--- config.mk ---
export PLATFORM = sky130hd
export DESIGN_NAME = busy_retry_ctrl
export DESIGN_NICKNAME = d
export VERILOG_FILES = /design/src/rtl/busy_retry_ctrl.sv
export SDC_FILE = /design/constraint.sdc
export NUM_CORES = 1
export LEC_CHECK = 0
export ABC_AREA = 1
export BUFFER_PORTS_ARGS = -buffer_cell sky130_fd_sc_hd__clkbuf_2
export CAP_MARGIN = 20
export CORE_UTILIZATION = 30
export CTS_BUF_LIST = sky130_fd_sc_hd__clkbuf_8
export CTS_CLUSTER_DIAMETER = 100
export DETAILED_ROUTE_END_ITERATION = 12
export HOLD_SLACK_MARGIN = 0.02
export PLACE_DENSITY = 0.58
export SYNTH_ARGS = -nofsm -noshare
export SYNTH_HDL_FRONTEND = slang
export SYNTH_SLANG_ARGS = --single-unit
--- constraint.sdc ---
create_clock -name clk -period 2.95 [get_ports clk]
set_clock_uncertainty 0.2 [all_clocks]
set_input_delay 0.295 -clock clk [delete_from_list [all_inputs] [get_ports clk]]
set_output_delay 0.295 -clock clk [all_outputs]
set_load 0.01 [all_outputs]
--- src/rtl/busy_retry_ctrl.sv ---
module busy_retry_ctrl #(
  parameter int ACK_W   = 4,
  parameter int LIMIT_W = 4,
  parameter int GAP_W   = 8,
  parameter logic [ACK_W-1:0] ACK_BUSY = 4'h4
) (
  input  logic               clk,
  input  logic               rst_n,
  input  logic               start_i,
  input  logic               tick_i,
  input  logic [LIMIT_W-1:0] cfg_limit_i,
  input  logic [GAP_W-1:0]   cfg_gap_i,
  output logic               tx_go_o,
  output logic [1:0]         tx_rcode_o,
  input  logic               tx_done_i,
  input  logic [ACK_W-1:0]   ack_code_i,
  input  logic               irq_clr_i,
  output logic               busy_o,
  output logic               done_o,
  output logic [1:0]         err_code_o,
  output logic [ACK_W-1:0]   ack_last_o,
  output logic               irq_o
);
  typedef enum logic [1:0] {ST_IDLE, ST_SEND, ST_GAP} st_t;
  localparam logic [1:0] ERR_NONE = 2'b00, ERR_BUSY_TO = 2'b01;

  st_t st;
  logic [LIMIT_W-1:0] tries;
  logic [GAP_W-1:0]   gap_cnt;

  wire ack_busy  = tx_done_i && (ack_code_i == ACK_BUSY);
  wire exhausted = tries >= cfg_limit_i;
  wire timeout   = (st == ST_SEND) && ack_busy && exhausted;

  assign tx_go_o = (st == ST_SEND);
  assign busy_o  = (st != ST_IDLE);

  always_ff @(posedge clk or negedge rst_n) begin
    if (!rst_n) begin
      st         <= ST_IDLE;
      tries      <= '0;
      gap_cnt    <= '0;
      tx_rcode_o <= 2'b00;
      done_o     <= 1'b0;
      err_code_o <= ERR_NONE;
      ack_last_o <= '0;
    end else begin
      done_o <= 1'b0;
      case (st)
        ST_IDLE: if (start_i) begin
          st         <= ST_SEND;
          tries      <= '0;
          tx_rcode_o <= 2'b00;
          err_code_o <= ERR_NONE;
        end
        ST_SEND: if (tx_done_i) begin
          ack_last_o <= ack_code_i;
          if (!ack_busy || exhausted) begin
            st     <= ST_IDLE;
            done_o <= 1'b1;
            if (ack_busy) err_code_o <= ERR_BUSY_TO;
          end else begin
            st      <= ST_GAP;
            tries   <= tries + 1'b1;
            gap_cnt <= '0;
          end
        end
        ST_GAP: begin
          if (gap_cnt >= cfg_gap_i) begin
            st         <= ST_SEND;
            tx_rcode_o <= 2'b01;
          end else if (tick_i) begin
            gap_cnt <= gap_cnt + 1'b1;
          end
        end
        default: st <= ST_IDLE;
      endcase
    end
  end

  always_ff @(posedge clk or negedge rst_n) begin
    if (!rst_n)         irq_o <= 1'b0;
    else if (timeout)   irq_o <= 1'b1;
    else if (irq_clr_i) irq_o <= 1'b0;
  end

  assert_first_code_R3: assert property (@(posedge clk) disable iff (!rst_n)
    (st == ST_IDLE && start_i) |=> (tx_go_o && tx_rcode_o == 2'b00));

  assert_resend_code_R5: assert property (@(posedge clk) disable iff (!rst_n)
    (st == ST_GAP && gap_cnt >= cfg_gap_i) |=> (tx_go_o && tx_rcode_o == 2'b01));

  assert_nonbusy_ends_R4: assert property (@(posedge clk) disable iff (!rst_n)
    (tx_go_o && tx_done_i && ack_code_i != ACK_BUSY) |=>
      (!busy_o && done_o && err_code_o == ERR_NONE && ack_last_o == $past(ack_code_i)));

  assert_gap_holds_R6: assert property (@(posedge clk) disable iff (!rst_n)
    (st == ST_GAP && gap_cnt < cfg_gap_i) |=> (!tx_go_o && busy_o));

  assert_timeout_R7: assert property (@(posedge clk) disable iff (!rst_n)
    (tx_go_o && ack_busy && tries >= cfg_limit_i) |=>
      (done_o && err_code_o == ERR_BUSY_TO && irq_o && !busy_o));

  assert_irq_sticky_R9: assert property (@(posedge clk) disable iff (!rst_n)
    (irq_o && !irq_clr_i) |=> irq_o);

  assert_start_ignored_R2: assert property (@(posedge clk) disable iff (!rst_n)
    (st == ST_GAP && start_i && gap_cnt < cfg_gap_i) |=> (st == ST_GAP && $stable(tries)));
endmodule

==> metrics <==
status complete, no violations; register bit count reported by yosys 22; final wirelength roughly 3000 um; setup_tns 0 ns; period utilisation layout 69.76%; H-tree depth 1; P&R area growth vs syn 19.92%; Finished Layout Cells roughly 310; Die Ht 73.19 um; pwr dens 524.9 mW/mm^2; total CTS buffers 3; CTS clk-pin slew, worst paths about 0.080 ns; XOR/XNOR share of the synthesized area under 10%; multiplexer share of the synthesized area 0%; grt ovf 0; synthesized area per cell approximately 7.5 sq um; mapped cell area 0.001520 sq mm; 1st-pass router iterations 5; share of cells above drive strength 1 a little over a fifth; number of global-route vias before repair roughly 1100; final number of max-transition violations 0; worst hold path class input pin to flip-flop; Rows 25; worst hold slack approximately 0.053 ns; Synth Instances around 200; ant diodes 0; max-cap violations 0; starting density of the core 31.76%; Worst slew margin roughly 63%; CP Max Fanout 9; kind of critical path flip-flop to flip-flop; Critical Path Sink Type flip-flop; Synth Area in Simple Gates between 30% and 40%; Syn. warnings 0; Seq/Total Area, Yosys between 30% and 40%; Tot Pwr about 0.96 mW; Starting DRT DRC Count 29; total number of vias around 1300; leak pwr 1.024 nW; CTS tree built; via/cell ratio between 4 and 5; DIE WIDTH ~73 um; Req. time, crit path between 2 and 3 ns; post-synthesis compound-gate area fraction under 10%; antenna violations before repair 0; I/O pin total 34; nets@finish 276; Skew-Pair Late Insertion Delay about 0.26 ns; Worst Setup Slack, final about 0.89 ns; Final min period 2.058 ns; pin count of the biggest net entering global routing 23; hpwl dp 2411 um; Max IR drop VDD 0.3516 mV; Cell variety after synth 27; largest family of logic cells by synthesized area simple AND/OR/NAND/NOR gates; pre-CTS setup slack ~0.88 ns; RSZ-0062 raised after global routing no; Clock Tree Buf Depth 2; Slew @ Worst Pin ~0.56 ns; GRT Util Overall a little under an eighth; Final Wtd Congestion 0.7401; Port Buf Inserts 31; Avg WL per Cell between 9 and 10 um; startpoint class of the critical path flip-flop; final setup fails 0; Final ANT Viol Nets 0; CTS sink cnt 22; first-pass GRT wire length 4899 um; post-synthesis adder-cell area fraction between 10% and 20%; CTS Root Cell clkbuf_8; core area between 0.004 and 0.005 sq mm; CP Data Arrival Time about 2 ns; Hold Violations, Final 0; fmax around 0.49 GHz; DRC errors left 0; die area about 0.0054 sq mm; Reg2Reg Setup Slack about 0.89 ns; Placed Cells 300; CTS resizes 0
-- registers in the layout (all words and copies together), names as in the netlist --
register,count
ack_last_o,4
gap_cnt,8
tries,4
tx_rcode_o,1
err_code_o,1
irq_o,1
done_o,1
st,2
-- cells by family (layout without fill, tap and decap cells) --
logic type               after synthesis  count (layout)
flip-flops                            22              22
XOR/XNOR                               4               4
AND/OR/NAND/NOR                      107             107
adder cells (fa/ha/maj)               14              14
AO/OA/AOI/OAI                         16              16
buffers and inverters                 39              74
other                                  1               2
-- through the flow --
| step | util (%) | cell area, sq um |
|---|---|---|
| 2_1_floorplan | - | 1524 |
| 4_1_cts | 38.09 | 1823 |
| 3_5_place_dp | 36.52 | 1748 |
| 3_3_place_gp | 36.52 | 1748 |
| 6_report | 38.09 | 1823 |
| 5_1_grt | 38.09 | 1823 |
-- cells in the final DEF (no fill, tap or decap), types with 9 or more instances in the layout --
cell / n
clkbuf_2: 31
dfrtp_1: 22
ha_1: 14
nand3_1: 22
o21ai_0: 9
nor2_1: 14
nand2_1: 58
inv_1: 32
-- area by class of cell --
class	count	area [sq um]
inverter	37	141.4
multi-input combinational	143	817.0
sequential	22	550.5
timing repair buffer	33	175.2
tap	67	83.83
clock buffer	4	55.05
fill	504	2963
-- cell usage after synthesis (all sizes together) --
library cell | number | area share [%]
or2 | 1 | 0.41
nor3 | 1 | 0.33
dfrtp | 22 | 36
nand4 | 1 | 0.82
inv | 37 | 9.3
xnor2 | 1 | 0.58
o21ai | 9 | 3.0
nand3 | 23 | 7.9
nand2 | 61 | 16
o211ai | 1 | 0.49
conb | 1 | 0.25
nor2 | 18 | 6.3
xor2 | 3 | 1.7
a21oi | 6 | 3.0
buf | 2 | 0.99
nor3b | 2 | 0.99
ha | 14 | 12
-- worst paths after layout --
path                                           start                         to  cells after the start
max                             tries[3]$_DFFE_PN0P_     gap_cnt[0]$_DFFE_PN0P_                      7
min                                    ack_code_i[2]  ack_last_o[2]$_DFFE_PN0P_                      3
max reg2reg                     tries[3]$_DFFE_PN0P_     gap_cnt[0]$_DFFE_PN0P_                      7
min reg2reg                err_code_o[0]$_DFFE_PN0P_  err_code_o[0]$_DFFE_PN0P_                      2
max in group asynchronous                      rst_n     gap_cnt[2]$_DFFE_PN0P_                      2
min in group asynchronous                      rst_n       tries[2]$_DFFE_PN0P_                      2
-- where the power goes --
part           total, mW  internal, mW  switching, mW
registers          0.376         0.345         0.0307
logic              0.369         0.124          0.245
clock network      0.212         0.119         0.0930
-- timing repair --
item,4_1_cts,5_1_grt
endpoints found under the hold margin,23,0
hold buffers,2,0
setup buffers,0,0
-- per-layer routing --
metal  share of wire (%)  global-route usage (%)  vias up  wire (um)
met5                   0                       0        -          0
met4                0.81                   2.614        0         24
met3                 4.5                   3.315        2        134
met2                  46                   19.44       24       1354
met1                  49                   15.79      539       1460
li1                    -                       -      703          -
-- critical path, cell delays in order (launching register included) --
cell and delay (ns):
dfrtp_1 0.42, ha_1 0.30, a21oi_1 0.28, nand3_1 0.19, a21oi_4 0.30, nand2_4 0.13, nand2_1 0.08, nand2_1 0.05
No activity file was read; power rests on OpenSTA's default activity.
